--- src/rtl/sram_port_pkg.sv ---
package sram_port_pkg;

  // Strobes from the control module to the datapath
  typedef struct packed {
    logic loadReq;   // latch host address and write byte
    logic driveOn;   // start driving the memory bus
    logic driveOff;  // stop driving the memory bus
    logic capture;   // sample the memory bus into the read register
  } dpStrobes_t;

  typedef enum logic [1:0] {
    ST_IDLE  = 2'd0,
    ST_WRITE = 2'd1,
    ST_READ  = 2'd2,
    ST_TURN  = 2'd3
  } ctrlState_t;

  // ceil(ns / clkNs), never below one cycle
  function automatic int nsToCycles(input int ns, input int clkNs);
    int c;
    c = (ns + clkNs - 1) / clkNs;
    if (c < 1) c = 1;
    return c;
  endfunction

  function automatic int maxOf(input int a, input int b);
    return (a > b) ? a : b;
  endfunction

endpackage

--- src/rtl/sram_port_dp.sv ---
module sram_port_dp
  import sram_port_pkg::*;
#(
  parameter int ADDR_W = 17,
  parameter int DATA_W = 8
) (
  input  logic              clk,
  input  logic              rstN,
  input  dpStrobes_t        stb,
  input  logic [ADDR_W-1:0] reqAddr,
  input  logic [DATA_W-1:0] reqWdata,
  input  logic [DATA_W-1:0] memDqIn,
  output logic [ADDR_W-1:0] memAddr,
  output logic [DATA_W-1:0] memDqOut,
  output logic              memDqOe,
  output logic [DATA_W-1:0] rspRdata
);

  always_ff @(posedge clk) begin
    if (!rstN) begin
      memAddr  <= '0;
      memDqOut <= '0;
      memDqOe  <= 1'b0;
      rspRdata <= '0;
    end else begin
      if (stb.loadReq) begin
        memAddr  <= reqAddr;
        memDqOut <= reqWdata;
      end
      if (stb.driveOn)       memDqOe <= 1'b1;
      else if (stb.driveOff) memDqOe <= 1'b0;
      if (stb.capture)       rspRdata <= memDqIn;
    end
  end

  // the write byte does not move while it is on the bus
  a_r2_wdata_stable: assert property (@(posedge clk) disable iff (!rstN)
    (memDqOe && $past(memDqOe)) |-> $stable(memDqOut));

endmodule

--- src/rtl/sram_port_fsm.sv ---
module sram_port_fsm
  import sram_port_pkg::*;
#(
  parameter int WR_CYC   = 1,
  parameter int RD_CYC   = 1,
  parameter int TURN_CYC = 1
) (
  input  logic       clk,
  input  logic       rstN,
  input  logic       reqValid,
  input  logic       reqWrite,
  output logic       reqReady,
  output logic       rspValid,
  output logic       memCeN,
  output logic       memOeN,
  output logic       memWeN,
  output dpStrobes_t stb
);

  localparam int MAX_CYC = maxOf(maxOf(WR_CYC, RD_CYC), TURN_CYC);
  localparam int CNT_W   = $clog2(MAX_CYC + 1);
  localparam logic [CNT_W-1:0] WR_LAST   = CNT_W'(WR_CYC - 1);
  localparam logic [CNT_W-1:0] RD_LAST   = CNT_W'(RD_CYC - 1);
  localparam logic [CNT_W-1:0] TURN_LAST = CNT_W'(TURN_CYC - 1);

  ctrlState_t       state;
  logic [CNT_W-1:0] cnt;
  logic             accept;

  assign reqReady = (state == ST_IDLE);
  assign accept   = reqReady && reqValid;

  always_comb begin
    stb          = '0;
    stb.loadReq  = accept;
    stb.driveOn  = accept && reqWrite;
    stb.driveOff = (state == ST_WRITE) && (cnt == WR_LAST);
    stb.capture  = (state == ST_READ) && (cnt == RD_LAST);
  end

  always_ff @(posedge clk) begin
    if (!rstN) begin
      state    <= ST_IDLE;
      cnt      <= '0;
      memCeN   <= 1'b1;
      memOeN   <= 1'b1;
      memWeN   <= 1'b1;
      rspValid <= 1'b0;
    end else begin
      rspValid <= 1'b0;
      unique case (state)
        ST_IDLE: begin
          if (accept) begin
            cnt    <= '0;
            memCeN <= 1'b0;
            if (reqWrite) begin
              memWeN <= 1'b0;
              state  <= ST_WRITE;
            end else begin
              memOeN <= 1'b0;
              state  <= ST_READ;
            end
          end
        end
        ST_WRITE: begin
          if (cnt == WR_LAST) begin
            memCeN <= 1'b1;
            memWeN <= 1'b1;
            state  <= ST_IDLE;
          end else begin
            cnt <= cnt + 1'b1;
          end
        end
        ST_READ: begin
          if (cnt == RD_LAST) begin
            memCeN   <= 1'b1;
            memOeN   <= 1'b1;
            rspValid <= 1'b1;
            cnt      <= '0;
            state    <= ST_TURN;
          end else begin
            cnt <= cnt + 1'b1;
          end
        end
        ST_TURN: begin
          if (cnt == TURN_LAST) state <= ST_IDLE;
          else                  cnt   <= cnt + 1'b1;
        end
        default: state <= ST_IDLE;
      endcase
    end
  end

  // idle means every memory strobe inactive
  a_r1_idle_released: assert property (@(posedge clk) disable iff (!rstN)
    (state == ST_IDLE) |-> (memCeN && memOeN && memWeN));

  // write enable low only with chip select low and output enable high
  a_r2_write_encoding: assert property (@(posedge clk) disable iff (!rstN)
    !memWeN |-> (memOeN && !memCeN));

  // output enable low only with chip select low and write enable high
  a_r3_read_encoding: assert property (@(posedge clk) disable iff (!rstN)
    !memOeN |-> (memWeN && !memCeN));

  // read strobe lasts one cycle
  a_r4_rsp_single: assert property (@(posedge clk) disable iff (!rstN)
    rspValid |=> !rspValid);

  // an accepted request drops ready on the next cycle
  a_r6_one_accept: assert property (@(posedge clk) disable iff (!rstN)
    (reqValid && reqReady) |=> !reqReady);

endmodule

--- src/rtl/sram_port_ctrl.sv ---
module sram_port_ctrl
  import sram_port_pkg::*;
#(
  parameter int ADDR_W         = 17,
  parameter int DATA_W         = 8,
  parameter int CLK_NS         = 10,
  parameter int WR_PULSE_NS    = 7,
  parameter int WR_CYCLE_NS    = 10,
  parameter int DATA_SETUP_NS  = 5,
  parameter int ADDR_SETUP_NS  = 8,
  parameter int ADDR_ACCESS_NS = 10,
  parameter int OE_ACCESS_NS   = 5,
  parameter int BUS_RELEASE_NS = 5
) (
  input  logic              clk,
  input  logic              rstN,
  input  logic              reqValid,
  output logic              reqReady,
  input  logic              reqWrite,
  input  logic [ADDR_W-1:0] reqAddr,
  input  logic [DATA_W-1:0] reqWdata,
  output logic              rspValid,
  output logic [DATA_W-1:0] rspRdata,
  output logic              memCeN,
  output logic              memOeN,
  output logic              memWeN,
  output logic [ADDR_W-1:0] memAddr,
  output logic [DATA_W-1:0] memDqOut,
  output logic              memDqOe,
  input  logic [DATA_W-1:0] memDqIn
);

  localparam int WR_CYC = maxOf(
    maxOf(nsToCycles(WR_PULSE_NS, CLK_NS), nsToCycles(DATA_SETUP_NS, CLK_NS)),
    maxOf(nsToCycles(ADDR_SETUP_NS, CLK_NS), nsToCycles(WR_CYCLE_NS, CLK_NS)));
  localparam int RD_CYC = maxOf(nsToCycles(ADDR_ACCESS_NS, CLK_NS),
                                nsToCycles(OE_ACCESS_NS, CLK_NS));
  localparam int TURN_CYC = nsToCycles(BUS_RELEASE_NS, CLK_NS);

  dpStrobes_t stb;

  sram_port_fsm #(
    .WR_CYC  (WR_CYC),
    .RD_CYC  (RD_CYC),
    .TURN_CYC(TURN_CYC)
  ) u_fsm (
    .clk     (clk),
    .rstN    (rstN),
    .reqValid(reqValid),
    .reqWrite(reqWrite),
    .reqReady(reqReady),
    .rspValid(rspValid),
    .memCeN  (memCeN),
    .memOeN  (memOeN),
    .memWeN  (memWeN),
    .stb     (stb)
  );

  sram_port_dp #(
    .ADDR_W(ADDR_W),
    .DATA_W(DATA_W)
  ) u_dp (
    .clk     (clk),
    .rstN    (rstN),
    .stb     (stb),
    .reqAddr (reqAddr),
    .reqWdata(reqWdata),
    .memDqIn (memDqIn),
    .memAddr (memAddr),
    .memDqOut(memDqOut),
    .memDqOe (memDqOe),
    .rspRdata(rspRdata)
  );

  // Run-length counters for the timing assertions below
  localparam logic [15:0] WR_RUN   = 16'(WR_CYC);
  localparam logic [15:0] RD_RUN   = 16'(RD_CYC);
  localparam logic [15:0] TURN_SAT = 16'(TURN_CYC + 1);

  logic [15:0] weRun, oeRun, oeHighRun;

  always_ff @(posedge clk) begin
    if (!rstN) begin
      weRun     <= '0;
      oeRun     <= '0;
      oeHighRun <= TURN_SAT;
    end else begin
      weRun <= memWeN ? 16'd0 : weRun + 16'd1;
      oeRun <= memOeN ? 16'd0 : oeRun + 16'd1;
      if (!memOeN)                oeHighRun <= '0;
      else if (oeHighRun < TURN_SAT) oeHighRun <= oeHighRun + 16'd1;
    end
  end

  // write pulse is exactly WR_CYC cycles
  a_r2_we_width: assert property (@(posedge clk) disable iff (!rstN)
    $rose(memWeN) |-> (weRun == WR_RUN));

  // read strobe is exactly RD_CYC cycles
  a_r3_oe_width: assert property (@(posedge clk) disable iff (!rstN)
    $rose(memOeN) |-> (oeRun == RD_RUN));

  // address holds while the memory is selected
  a_r3_addr_stable: assert property (@(posedge clk) disable iff (!rstN)
    (!memCeN && $past(!memCeN)) |-> $stable(memAddr));

  // no drive while output enable is low
  a_r5_no_drive_oe_low: assert property (@(posedge clk) disable iff (!rstN)
    memDqOe |-> memOeN);

  // drive starts only after the release window
  a_r5_turnaround: assert property (@(posedge clk) disable iff (!rstN)
    $rose(memDqOe) |-> (oeHighRun >= TURN_SAT));

  // bus driven exactly while write enable is low
  a_r2_drive_matches_we: assert property (@(posedge clk) disable iff (!rstN)
    memDqOe == !memWeN);

endmodule

--- config.mk ---
export PLATFORM = sky130hd
export DESIGN_NAME = sram_port_ctrl
export DESIGN_NICKNAME = d
export VERILOG_FILES = /design/src/rtl/sram_port_pkg.sv /design/src/rtl/sram_port_dp.sv /design/src/rtl/sram_port_fsm.sv /design/src/rtl/sram_port_ctrl.sv
export SDC_FILE = /design/constraint.sdc
export NUM_CORES = 1
export LEC_CHECK = 0
export ABC_AREA = 1
export ABC_CLOCK_PERIOD_IN_PS = 1700
export CAP_MARGIN = 20
export CORE_MARGIN = 2
export CORE_UTILIZATION = 39
export CTS_CLUSTER_SIZE = 16
export DETAILED_ROUTE_END_ITERATION = 10
export GPL_ROUTABILITY_DRIVEN = 0
export PLACE_DENSITY = 0.87
export SLEW_MARGIN = 20
export SYNTH_ARGS = -nofsm -noshare
export SYNTH_HDL_FRONTEND = slang
export SYNTH_SLANG_ARGS = --single-unit
--- constraint.sdc ---
create_clock -name clk -period 1.7 [get_ports clk]
set_input_delay 0.51 -clock clk [delete_from_list [all_inputs] [get_ports clk]]
set_output_delay 0.51 -clock clk [all_outputs]
set_load 0.02 [all_outputs]
After elaboration in Yosys (flattened, before gate mapping)
Cells that the tools add are included.
Widths: inputs -> output; s select.
{"block": "totals", "word_cells": 58, "reg_bits": 41, "input_bits": 37, "output_inout_bits": 39}
{"block": "classes", "eq_ne": 10, "reduce_logical": 17, "add_sub_neg": 1, "n_mux": 19, "bitwise_logic": 1}
{"operator": "$ne 2x2->1 const B", "count": 7}
{"operator": "$mux 1", "count": 10}
{"operator": "$mux 2", "count": 4}
{"operator": "$pmux 1 s2", "count": 4}
{"operator": "$reduce_and 4->1", "count": 2}
{"operator": "$reduce_bool 2->1", "count": 4}
{"operator": "$pmux 2 s3", "count": 1}
{"operator": "$reduce_and 3->1", "count": 2}
{"operator": "$eq 2x2->1 const B", "count": 2}
{"operator": "$logic_and 1x1->1", "count": 4}
{"operator": "$reduce_or 2->1", "count": 2}
{"operator": "$reduce_or 3->1", "count": 1}
{"operator": "$eq 2x1->1 const B", "count": 1}
{"operator": "$logic_not 2->1", "count": 1}
{"operator": "$reduce_and 2->1", "count": 1}
{"operator": "$add 1x1->1 const B", "count": 1}
{"operator": "$not 1->1", "count": 1}

Depth between registers and ports, before layout
{"block": "logic_depth", "ltp_word": 4, "ltp_mapped": 8, "mapped_depth_nobuf": 7}

By module
Synthesis repeated with hierarchy kept, for this count alone.
{"block": "hier_totals", "hier_cells": 194, "area_unflattened_um2": 1502.7}
{"module": "sram_port_dp", "seq_area_each_um2": 680.7, "cells_each": 147, "area_each_um2": 1173.6, "n_inst": 1}
{"module": "sram_port_fsm", "seq_area_each_um2": 120.1, "cells_each": 47, "area_each_um2": 329.1, "n_inst": 1}

Least setup slack after synthesis
OpenSTA, ideal clock, no wires.
{"block": "synth_timing", "path_kind": "register -> register", "start": "register u_fsm.state[0]", "end": "register u_fsm.state[1]", "n_path_buf": 0, "synth_period_minus_slack_ns": 1.231, "path_slack_ns": 0.469, "arrival_ns": 1.115, "stages_incl_launch_ff": 6, "required_time_ns": 1.583, "setup_ns": 0.117, "cell_sequence": "dfxtp_1 > inv_1 > ha_1 > or2_2 > nand3_1 > a21oi_1"}
{"block": "synth_between", "elab_chain_cells": 4, "elab_cells_between_ends": 11, "cone_classes": "eq/ne (6); mux (1); reduce/logical (4)"}
{"item": "start, declared", "line": "sram_port_fsm.sv:26", "source": "ctrlState_t state;"}
{"item": "start signal, assigned", "line": "sram_port_fsm.sv:43", "source": "state <= ST_IDLE;"}
{"item": "start signal, assigned", "line": "sram_port_fsm.sv:58", "source": "state <= ST_WRITE;"}
{"item": "start signal, assigned", "line": "sram_port_fsm.sv:61", "source": "state <= ST_READ;"}
{"item": "$logic_not 2->1 *", "line": "sram_port_fsm.sv:30", "source": "assign reqReady = (state == ST_IDLE);"}
{"item": "net reqReady", "line": "sram_port_ctrl.sv:18", "source": "output logic reqReady,"}
{"item": "$logic_and 1x1->1", "line": "sram_port_fsm.sv:31", "source": "assign accept = reqReady && reqValid;"}
{"item": "$ne 2x2->1 (no source line)"}
{"item": "$reduce_and 3->1 (no source line)"}
The timed path passes the listed nets; every way through them passes the cells marked *.
A chain may end at the register's enable or synchronous reset.

Worst setup path after layout
{"block": "layout_timing", "start": "register u_fsm.state[0]", "end": "output port reqReady"}
{"block": "layout_between", "elab_chain_cells": 1}
{"item": "$logic_not 2->1", "line": "sram_port_fsm.sv:30"}
{"item": "end, declared", "line": "sram_port_ctrl.sv:18"}
No other way between the ends.

==> results.md <==
* Result of the run: completed
* Number of maximum-capacitance violations at 0
* Setup slack at placement at 0.0112 ns
* Total cell area at the placement stage at 2350 um^2
* Maximum number of pins on one net before global-route repair at 27
* Multi-input gate area in the final layout at 608 um^2
* DIE AREA at 4410 um^2
* Number of distinct standard cells referenced by the synthesized netlist at 17
* Leak pwr at 1.16 nW
* Maximum fanout along the worst path at 4
* Fraction of post-synthesis cell area in the top cell type by area at 52.7%
* Cell type with the largest total area after synthesis: sky130_fd_sc_hd__dfxtp_1
* Remaining DRCs at 0
* Pwr Density at 1170 nW/um^2
* Synth warn at 0
* Initial antenna violation count at 0
* Final setup margin at 0.112 ns
* Flip-flop and latch count after synthesis at 40
* Fin crit period at 1.59 ns
* Count of nets after finishing at 316
* Internal power at 1.91 mW
* Total vias in the final route at 1493
* Post-route clock period utilization at 93.4%
* Proportion of power drawn by combinational gates at 32.5%
* Mean routed wirelength per cell at 11.5 um
* Area of all sequential standard cells at 801 um^2
* Count of port buffers added during placement at 75
* TritonCTS Buffers at 5
* First drt pass iteration count at 4
* Fraction of the core area covered by cells at the end of the flow at 64.8%
* Fraction of power spent switching nets at 32.2%
* Final instance count without filler cells at 323
* Number of nets produced by synthesis at 235
* Leftover overflow at the end of global routing at 0
* Tightest Hold Check Type: flip-flop to flip-flop
* F_max at 630 MHz
* Number of sinks handled by clock tree synthesis at 40
* Residual antenna-violating net count after detailed routing at 0
* Startpoint-to-endpoint class of the critical path: flip-flop to primary output
* Sw power at 905 uW
* Synthesized area divided by synthesized cell count at 7.87 um^2
* I/O pin count at 76
* Clock share of power at 26.6%
* CP Data Arrival Time at 1.08 ns
* Critical path launch point type: flip-flop
* Number of DRC violations after detailed-routing iteration 0 at 90
* Count of H-tree levels built during CTS at 2
* Global-route usage over all layers at 17.6%
* Final setup violation count at 0
* Starting Density at 40.9%
* Share of layout cells above drive strength 1 at 7.64%
* Cells taking the most area after synthesis: sky130_fd_sc_hd__dfxtp_1 (53%), sky130_fd_sc_hd__nor2_1 (17%), sky130_fd_sc_hd__o21ai_0 (10%)
* Crit path capture type: primary output
* Flop pwr share at 40.9%
* Design Area, Final at 2410 um^2
* Root cell of the clock tree: sky130_fd_sc_hd__clkbuf_8
* Max clock buf depth at 2
* RSZ-0062 raised after global routing: no
* Post-Syn Area at 1520 um^2
* Antenna Cells at 0
* Insertion delay to the later sink of the worst-skew pair at 0.29 ns
* Final Slew Violations at 0
* Number of vias per cell at 4.62
* Slew headroom at 76.8%
* Fillcell total at 353
* Worst EP required at 1.19 ns
* Vias in the first global route at 1426
* Die extent in y at 66.4 um
* Global-route wire length before repair at 6000 um
* Number of instances in the synthesized netlist at 193
* HPWL Detailed at 2790 um
* Cells after DPL at 315
* Share of synthesized area occupied by flip-flops and latches at 52.7%
* Layout area overhead at 58.6%
* Slew at the pin closest to its max-slew limit at 0.348 ns
* Total number of placement rows at 22
* Clock-pin slew of the registers on the worst-case setup and hold paths at 0.07 ns
* Setup TNS after final layout at 0 ns
* Total count of hold-check failures in the final report at 0
* TritonCTS clock tree: built
* Placeable core region at 3720 um^2
* Routed wire length at 3710 um
* Worst voltage drop across the vdd grid at 0.000758 V
* Die width at 66.4 um
* Final setup skew at 0.00415 ns
[Yosys cell counts (all sizes together)]
library cell  count
ha                5
or2               1
nand4             1
dfxtp            40
nand3             4
o21ai            34
nand2            16
nor2             68
a21oi             4
buf               8
inv              11
clkbuf            1
[metal layers]
layer,vias up,global-route usage (%),part of all wire (%)
met3,6,4.94,5.0
met1,670,18.7,43
met2,45,31.9,50
met4,0,8.16,1.5
li1,772,-,-
met5,-,0,0
[worst max-delay path, stage by stage (launching register included)]
cell and delay (ns):
sky130_fd_sc_hd__dfxtp_1 0.34, sky130_fd_sc_hd__inv_1 0.06, sky130_fd_sc_hd__ha_1 0.23, sky130_fd_sc_hd__buf_2 0.17
[sequential cells by signal, indices dropped and copies added (netlist names)]
| register | flops |
|---|---|
| u_dp.memDqOe | 1 |
| u_fsm.memCeN | 1 |
| u_fsm.memWeN | 1 |
| u_fsm.memOeN | 1 |
| u_dp.memAddr | 17 |
| u_fsm.state | 2 |
| u_dp.memDqOut | 8 |
| u_dp.rspRdata | 8 |
| u_fsm.rspValid | 1 |
[logic make-up after synthesis]
family          after synthesis  synth area share [%]
compound gates               38                  12.5
simple gates                 90                  23.4
buf+inv                      20                  7.25
flops                        40                  52.7
fa+ha+maj                     5                  4.12
[layout by cell type, fill, tap and decap left out]
cell	synthesis	layout
sky130_fd_sc_hd__inv_1	9	9
sky130_fd_sc_hd__buf_12	0	2
sky130_fd_sc_hd__nand2_4	1	1
sky130_fd_sc_hd__clkbuf_8	0	5
sky130_fd_sc_hd__nand2_1	15	15
sky130_fd_sc_hd__nor2_1	68	68
sky130_fd_sc_hd__clkinvlp_4	0	1
sky130_fd_sc_hd__o21ai_0	31	31
sky130_fd_sc_hd__nand4_1	1	1
sky130_fd_sc_hd__a21oi_1	4	4
sky130_fd_sc_hd__buf_2	5	1
sky130_fd_sc_hd__ha_1	5	5
sky130_fd_sc_hd__buf_4	0	6
sky130_fd_sc_hd__clkdlybuf4s50_1	0	36
sky130_fd_sc_hd__or2_2	1	1
sky130_fd_sc_hd__o21ai_1	3	3
sky130_fd_sc_hd__clkinv_2	0	1
sky130_fd_sc_hd__inv_6	1	1
sky130_fd_sc_hd__dfxtp_1	40	40
sky130_fd_sc_hd__bufinv_16	0	1
sky130_fd_sc_hd__dlygate4sd2_1	0	38
sky130_fd_sc_hd__inv_2	1	1
sky130_fd_sc_hd__nand3_1	4	4
[cell type report]
cell class / count / share of cell area [%]
Clock buffer: 5 / 2.86
Clock inverter: 3 / 1.77
Inverter: 11 / 1.92
Multi-Input combinational cell: 133 / 25.2
Sequential cell: 40 / 33.2
Tap cell: 48 / 2.49
Timing Repair Buffer: 83 / 32.5
[repair_timing]
action                                  in CTS  in global routing
pin swaps                                    0                  0
endpoints found under the setup margin      39                  1
resized for setup                           41                  1
hold buffers                                 0                  0
buffers inserted                             0                  0
[final timing paths]
check	start	end	slack (ns)	cells past startpoint
max reg2reg	u_fsm.state[0]$_SDFFE_PN0P_	u_fsm.memOeN$_SDFFE_PN1P_	0.26	8
max	u_fsm.state[0]$_SDFFE_PN0P_	reqReady	0.11	3
min reg2reg	u_fsm.memCeN$_SDFFE_PN1P_	u_fsm.memCeN$_SDFFE_PN1P_	0.47	2
min	u_fsm.memCeN$_SDFFE_PN1P_	u_fsm.memCeN$_SDFFE_PN1P_	0.47	2
[metrics by stage]
step | power (mW) | hold slack (ns)
final | 2.81 | 0.472
after global routing | 2.98 | 0.502
after CTS | 2.85 | 0.471
after detailed placement | 2.20 | 0.450
after global placement | 2.17 | 0.451
after floorplan | 1.72 | 0.461
[power by group through the flow]
stage	sequential (mW)	clock [mW]	combinational, mW
4_1_cts	1.15	0.768	0.929
3_5_place_dp	1.18	0	1.02
5_1_grt	1.17	0.806	1.01
3_3_place_gp	1.17	0	1.00
6_report	1.15	0.750	0.914
2_1_floorplan	1.35	0	0.370
Power figures use the tool's default switching activity.
